`src/rtl/ptr_agen.sv`:
```
module ptr_agen #(
  parameter int AW          = 16,
  parameter int DW          = 6,
  parameter int BASE_REG    = 26,
  parameter logic [15:0] SP_INIT  = 16'h045F,
  parameter logic [15:0] SP_FLOOR = 16'h0060
) (
  input  logic          clk,
  input  logic          rst_n,
  input  logic          req,
  input  logic [1:0]    ptr_sel,
  input  logic [2:0]    mode,
  input  logic [DW-1:0] disp,
  input  logic          store,
  input  logic [AW-1:0] ptr_x,
  input  logic [AW-1:0] ptr_y,
  input  logic [AW-1:0] ptr_z,
  output logic          mem_valid,
  output logic          mem_write,
  output logic          mem_wide,
  output logic [AW-1:0] mem_addr,
  output logic          wb_en,
  output logic [4:0]    wb_idx,
  output logic [AW-1:0] wb_val,
  output logic [AW-1:0] sp,
  output logic          stack_fault
);
  localparam int HB = AW / 2;
  localparam logic [2:0] M_PLAIN = 3'd0, M_POST = 3'd1, M_PRE = 3'd2, M_DISP = 3'd3,
                         M_PUSH = 3'd4, M_POP = 3'd5, M_RPUSH = 3'd6, M_RPOP = 3'd7;

  logic [AW-1:0] ptr, ptr_inc, ptr_dec, sp_next;
  logic          ptr_ok, stk_op;
  logic [HB:0]   lo_inc, lo_dec;

  always_comb begin
    case (ptr_sel)
      2'd0:    ptr = ptr_x;
      2'd1:    ptr = ptr_y;
      default: ptr = ptr_z;
    endcase
  end

  assign lo_inc  = {1'b0, ptr[HB-1:0]} + 1'b1;
  assign lo_dec  = {1'b0, ptr[HB-1:0]} - 1'b1;
  assign ptr_inc = {ptr[AW-1:HB] + lo_inc[HB], lo_inc[HB-1:0]};
  assign ptr_dec = {ptr[AW-1:HB] - lo_dec[HB], lo_dec[HB-1:0]};

  assign stk_op = mode[2];
  assign ptr_ok = !stk_op && (ptr_sel != 2'd3);

  always_comb begin
    case (mode)
      M_PUSH:  sp_next = sp - 16'd1;
      M_POP:   sp_next = sp + 16'd1;
      M_RPUSH: sp_next = sp - 16'd2;
      M_RPOP:  sp_next = sp + 16'd2;
      default: sp_next = sp;
    endcase
  end

  assign stack_fault = req && stk_op && (sp_next < SP_FLOOR);
  assign mem_valid   = req && (ptr_ok || (stk_op && !stack_fault));
  assign mem_wide    = mem_valid && (mode == M_RPUSH || mode == M_RPOP);
  assign mem_write   = mem_valid && (stk_op ? !mode[0] : store);

  always_comb begin
    case (mode)
      M_PRE:   mem_addr = ptr_dec;
      M_DISP:  mem_addr = ptr + {{(AW-DW){1'b0}}, disp};
      M_PUSH:  mem_addr = sp;
      M_RPUSH: mem_addr = sp - 16'd1;
      M_POP,
      M_RPOP:  mem_addr = sp + 16'd1;
      default: mem_addr = ptr;
    endcase
  end

  assign wb_en  = req && ptr_ok && (mode == M_POST || mode == M_PRE);
  assign wb_val = (mode == M_PRE) ? ptr_dec : ptr_inc;
  assign wb_idx = 5'(BASE_REG + 2 * ptr_sel);

  always_ff @(posedge clk or negedge rst_n) begin
    if (!rst_n)                              sp <= SP_INIT;
    else if (req && stk_op && !stack_fault)  sp <= sp_next;
  end


  push_step_chk: assert property (@(posedge clk) disable iff (!rst_n)
    req && mode == M_PUSH && !stack_fault |=> sp == $past(sp) - 16'd1);

  ret_push_chk: assert property (@(posedge clk) disable iff (!rst_n)
    req && mode == M_RPUSH && !stack_fault |=> sp == $past(sp) - 16'd2);

  fault_noacc_chk: assert property (@(posedge clk) disable iff (!rst_n)
    stack_fault |-> !mem_valid && !wb_en);

  fault_hold_chk: assert property (@(posedge clk) disable iff (!rst_n)
    stack_fault |=> $stable(sp));

  idle_sp_chk: assert property (@(posedge clk) disable iff (!rst_n)
    !req |=> $stable(sp));

  postinc_chk: assert property (@(posedge clk) disable iff (!rst_n)
    wb_en && mode == M_POST |-> wb_val == mem_addr + 16'd1);

  predec_chk: assert property (@(posedge clk) disable iff (!rst_n)
    wb_en && mode == M_PRE |-> wb_val == mem_addr);

  wb_valid_chk: assert property (@(posedge clk) disable iff (!rst_n)
    wb_en |-> mem_valid && !mem_wide);
endmodule

```
`config.mk`:
```
export PLATFORM = sky130hd
export DESIGN_NAME = ptr_agen
export DESIGN_NICKNAME = d
export VERILOG_FILES = /design/src/rtl/ptr_agen.sv
export SDC_FILE = /design/constraint.sdc
export NUM_CORES = 1
export LEC_CHECK = 0
export ABC_AREA = 1
export BUFFER_PORTS_ARGS = -buffer_cell sky130_fd_sc_hd__buf_2
export CORE_MARGIN = 2
export CORE_UTILIZATION = 30
export CTS_BUF_LIST = sky130_fd_sc_hd__clkbuf_16
export DETAILED_ROUTE_END_ITERATION = 8
export GPL_TIMING_DRIVEN = 0
export PLACE_DENSITY_LB_ADDON = 0.15
export SYNTH_ARGS = -nofsm -noshare
export SYNTH_HDL_FRONTEND = slang
export SYNTH_SLANG_ARGS = --single-unit
```
`constraint.sdc`:
```
create_clock -name clk -period 14.43 [get_ports clk]
set_clock_uncertainty 0.1 [all_clocks]
set_input_delay 2.886 -clock clk [delete_from_list [all_inputs] [get_ports clk]]
set_output_delay 2.886 -clock clk [all_outputs]
set_load 0.01 [all_outputs]
```
# Word-level counts from Yosys, hierarchy flattened

Index checks and enable logic that the tools add are counted.

Flip-flop bits (word level): 16
Bits in latches: 0
Bits in writable memories: 0
Memory bits (read-only): 0
Input port bits: 63
Output and inout bits: 58
Memories: 0

Add/subtract/negate cells: 10
Multipliers: 0
Div/mod/pow operators: 0
Magnitude comparators: 1
Equal/unequal tests: 9
Shift operators: 0
Muxes and demuxes: 5
Bitwise operators: 0
Reductions and logical operators: 18

Operator list:

| cell                  | count |
|---|---|
| $pmux 16 s5           | 1 |
| $pmux 16 s4           | 1 |
| $pmux 16 s2           | 1 |
| $add 16x1->16 const B | 1 |
| $add 16x2->16 const B | 1 |
| $add 16x6->16         | 1 |
| $lt 16x7->1 const B   | 1 |
| $mux 16               | 1 |
| $sub 16x1->16 const B | 1 |
| $sub 16x2->16 const B | 1 |
| $eq 3x3->1 const B    | 4 |
| $logic_and 1x1->1     | 10 |
| $add 8x1->9 const B   | 1 |
| $sub 8x1->9 const B   | 1 |
| $add 8x1->8           | 1 |
| $sub 8x1->8           | 1 |
| $eq 3x2->1 const B    | 2 |
| $add 5x3->5 const A   | 1 |
| $eq 3x1->1 const B    | 1 |
| $logic_not 1->1       | 3 |
| $logic_or 1x1->1      | 3 |
| $eq 2x1->1 const B    | 1 |
| $logic_not 2->1       | 1 |
| $ne 2x2->1 const B    | 1 |
| 2 further kinds       | 2 |

# Logic depth before layout (Yosys ltp)

Word-level depth: 9
Depth in mapped cells: 25
Gate-level depth less buffers: 23

# Least setup slack after synthesis

OpenSTA, ideal clock, no wires.

Kind: input to output
Start point: in ptr_sel[0]
End point: out mem_addr[14]
Arrival time: 5.798 ns
Path slack: 5.646 ns
Stages: 25
Path buffers: 2
Cells stage by stage: inv_1 -> ha_1 -> buf_2 -> nor2_2 -> buf_2 -> a21oi_1 -> inv_1 -> ha_1 -> inv_1 -> fa_1 -> inv_1 -> nand2_1 -> nand2_1 -> nand2_1 -> nand2_1 -> nand2_1 -> nand2_1 -> a21oi_1 -> nor2_1 -> nand2_1 -> nor2_1 -> nand2_1 -> nand2_1 -> nand3_1 -> a22oi_1

Longest elaborated chain between the ends: 5

RTL lines:

| element                                              | RTL line | text |
|---|---|---|
| start: declaration                                   | 11       | `input logic [1:0] ptr_sel,` |
| $eq 2x1->1 / $logic_not 2->1 (equally long branches) | 37       | `case (ptr_sel)` |
| $pmux 16 s2 *                                        | 37       |  |
| $sub 8x1->9                                          | 45       | `assign lo_dec = {1'b0, ptr[HB-1:0]} - 1'b1;` |
| $sub 8x1->8                                          | 47       | `assign ptr_dec = {ptr[AW-1:HB] - lo_dec[HB], lo_dec[HB-1:0]};` |
| $pmux 16 s5 *                                        | 68       | `case (mode)` |
| end: declaration                                     | 21       | `output logic [AW-1:0] mem_addr,` |

Mark *: on every way between the ends. The rest lies on a longest branch, timed or not.

# Worst setup path after layout

Start point: in ptr_sel[0]
End point: out mem_addr[12]

Same word-level chain as after synthesis.

==> flow_summary_export.csv <==
group,metric,value,unit
outcome,status,"finished clean",
sta,relSlewSlack,0.580,
worst_setup_path,end_kind,"output port",
worst_setup_path,rrSetupSlack,11050,ps
floorplan,dieHeight,129,µm
logic_synthesis,synth.avg_cell_area,5.41,µm²
placed_design,dpl.hpwl,14.8,mm
sta,hold_viol_final,0,
final_layout,antennaDiodeCount,0,
power,vdd_drop_max,0.0486,mV
floorplan,core,15300,µm²
final_layout,post-route-util,0.369,
logic_synthesis,async_flop_share,1.00,
worst_setup_path,cp-startpoint,"ptr_sel[0]",
final_layout,drive_gt1_frac,0.191,
floorplan,die-width,129,µm
floorplan,initial_core_util,0.308,
flow_run,cap_viol_max_count,0,
logic_synthesis,synth_seq_cells,16,
sta,setup_viol,0,
cts,ctsHoldBuffers,0,
worst_setup_path,critPathMaxFanout,10,
worst_setup_path,rr_startpoint,"sp[1]$_DFFE_PN1P_",
floorplan,dieArea,16800,µm²
detailed_routing,drt_iter0_markers,572,
power,power,0.684,mW
detailed_routing,wire_per_inst,14.6,µm
final_layout,area_growth_syn_to_layout,19.7,%
power,powerDensity,121,nW/µm²
worst_setup_path,path_class,"in -> out",
detailed_routing,post-route-drc-count,0,
worst_setup_path,ff2ff_path_depth,19,
worst_setup_path,reg2reg_to,"sp[9]$_DFFE_PN0P_",
sta,drv_slew,0,
sta,finalSetupTns,0,ps
final_layout,top_register,"sp",
detailed_routing,wl,17.6,mm
grt,grt_pass1_vias,5428,
detailed_routing,drt-pass1-iter-count,5,
grt,grt_max_degree,17,
placed_design,portBuffers,117,
grt,overflow,0,
cts,cts-htree-levels,1,
worst_setup_path,endpoint,"mem_addr[12]",
grt,grtUsageTotal,0.208,
sta,worst_slew_pin_slew,630,ps
cts,cts_resized,0,
hold_path,hold_start,"sp[0]$_DFFE_PN1P_",
final_layout,reg.largest.list,"sp x16",
logic_synthesis,syn_area,4720,µm²
placed_design,place_congestion,0.925,
cts,cts_root_buffer,"clkbuf_16",
cts,cts_buffers,3,
final_layout,nets,1091,
sta,clock.fmax,0.104,GHz
logic_synthesis,syn_nets,969,
cts,cts_tree,"done",
sta,min_period,9590,ps
worst_setup_path,worstPathRequired,11440,ps
final_layout,largest_register_ffs,16,
cts,clk_latency,250,ps
logic_synthesis,yosysSeqAreaShare,0.0866,
sta,hold_slack,426,ps
detailed_routing,routed_via_density,4.97,
sta,grt_setup_unrepaired,"no",
floorplan,rows,45,
grt,grt_pass1_wl,28.1,mm
logic_synthesis,synth_warnings,0,
logic_synthesis,synth.lib_cells_used.distinct,48,
cts,cts_setup_buffers,0,
final_layout,n_fill_cell,1840,
sta,finalCritPeriodShare,0.664,
logic_synthesis,synth-edff-count,0,
hold_path,hp-class,"reg -> reg",
floorplan,io_pins,121,
detailed_routing,vias,5998,
logic_synthesis,ys.flop_type,"dfrtp_1",
cts,cts.clk_slew.worst_paths,50,ps
worst_setup_path,cp-start-kind,"primary input",
logic_synthesis,synth_cells,874,
power,power_leakage,3.01,nW
cts,clock_sinks,16,
cts,clk_path_buf_depth,2,
grt,antenna_found_initial,0,
worst_setup_path,worstPathArrival,6600,ps
detailed_routing,drtAntennaViolNets,0,
[layout make-up]
type,instances,area [µm²],area share
plain buffers,32,171,0.0303
clock buffers,3,75.1,0.0133
clock inverters,1,3.75,0.000664
inverters,110,415,0.0735
multi-input cells,716,3730,0.660
flip-flops and latches,16,409,0.0724
well taps,211,264,0.0467
repair buffers,117,586,0.104
[report_power, final]
part	leakage [nW]	switching (mW)	internal, mW
registers	0.188	0.0226	0.0645
logic	2.78	0.354	0.186
clock network	0.0385	0.0191	0.0369
[worst min-delay path by stage]
stage / to / slack, ps / cells after the start
detailed placement: sp[0]$_DFFE_PN1P_ / 420 / 2
floorplan: sp[0]$_DFFE_PN1P_ / 400 / 2
CTS: sp[0]$_DFFE_PN1P_ / 430 / 2
finish: sp[0]$_DFFE_PN1P_ / 430 / 2
global placement: sp[0]$_DFFE_PN1P_ / 410 / 2
global route: sp[0]$_DFFE_PN1P_ / 480 / 2
[Yosys cell counts, types with 8 or more instances]
| cell | n | area [µm²] |
|---|---|---|
| nand2_1 | 270 | 1010 |
| inv_1 | 102 | 383 |
| nor2_1 | 98 | 368 |
| nand3_1 | 92 | 460 |
| a21oi_1 | 40 | 200 |
| o21ai_0 | 36 | 180 |
| ha_1 | 30 | 375 |
| xor2_1 | 18 | 158 |
| buf_2 | 17 | 85.1 |
| a22o_1 | 16 | 140 |
| nand2_2 | 14 | 87.6 |
| nand4_1 | 14 | 87.6 |
| o22ai_1 | 10 | 62.6 |
| dfrtp_1 | 9 | 225 |
| nor3_1 | 9 | 45.0 |
| nor2_2 | 8 | 50.1 |
[worst max-delay path, cell delays in order]
cell	delay, ps
buf_2	100
inv_1	50
ha_1	180
buf_2	170
nor2_2	300
buf_2	280
a21oi_1	160
inv_1	170
ha_1	190
inv_1	50
fa_1	350
inv_1	70
nand2_1	60
nand2_1	70
nand2_1	50
nand2_1	70
nand2_1	70
nand2_1	70
a21oi_1	70
nor2_1	170
nand2_1	110
nor2_1	300
nand2_1	110
o21ai_0	170
nand3_1	80
nand3_1	100
buf_2	130
[per-layer routing]
metal | up-vias | GRT usage | part of all wire
met1 | 2711 | 0.310 | 0.48
met4 | 0 | 0.0221 | 0.0045
li1 | 3121 | - | -
met2 | 160 | 0.332 | 0.46
met3 | 6 | 0.0264 | 0.055
met5 | - | 0 | 0
[layout by cell type (no fill, tap or decap), types with 3 or more instances in the layout]
cell         n
dfrtp_1      9
o211ai_1     4
clkbuf_1     7
nand4_1     14
dfstp_2      7
inv_2        5
or2_2        4
nor2_1      98
nand2_2     14
nor2_4       5
xnor2_1      3
inv_1      102
o21ai_1      7
o22ai_1     10
o21ai_0     36
buf_4        4
nor2_2       8
nand3_1     92
nand3b_1     4
buf_2      134
clkinv_1     3
nand2_1    270
a31oi_1      3
and2_1       3
a22o_1      16
xor2_1      18
ha_1        30
a21oi_1     40
nor3_1       9
a221oi_1     6
clkbuf_16    3
[stage by stage]
step | area [µm²] | setup slack [ps] | cells
3_3_place_gp | 5570 | 4790 | 1202
5_1_grt | 5650 | 4280 | 1206
6_report | 5650 | 4840 | 1206
3_5_place_dp | 5570 | 4830 | 1202
2_1_floorplan | 4720 | 5650 | 874
4_1_cts | 5650 | 4810 | 1206
[logic make-up (layout without fill, tap and decap cells)]
group | count (synthesis) | after routing | share of synthesized area
adders and majority gates | 32 | 32 | 0.0879
DFF | 16 | 16 | 0.0866
AOI/OAI and AO/OA | 139 | 139 | 0.182
xor gates and xnor gates | 21 | 21 | 0.0389
buffers and inverters | 142 | 263 | 0.124
and+or+nand+nor | 523 | 523 | 0.480
other | 1 | 1 | 0.000794
No activity file was read; power rests on OpenSTA's default activity.
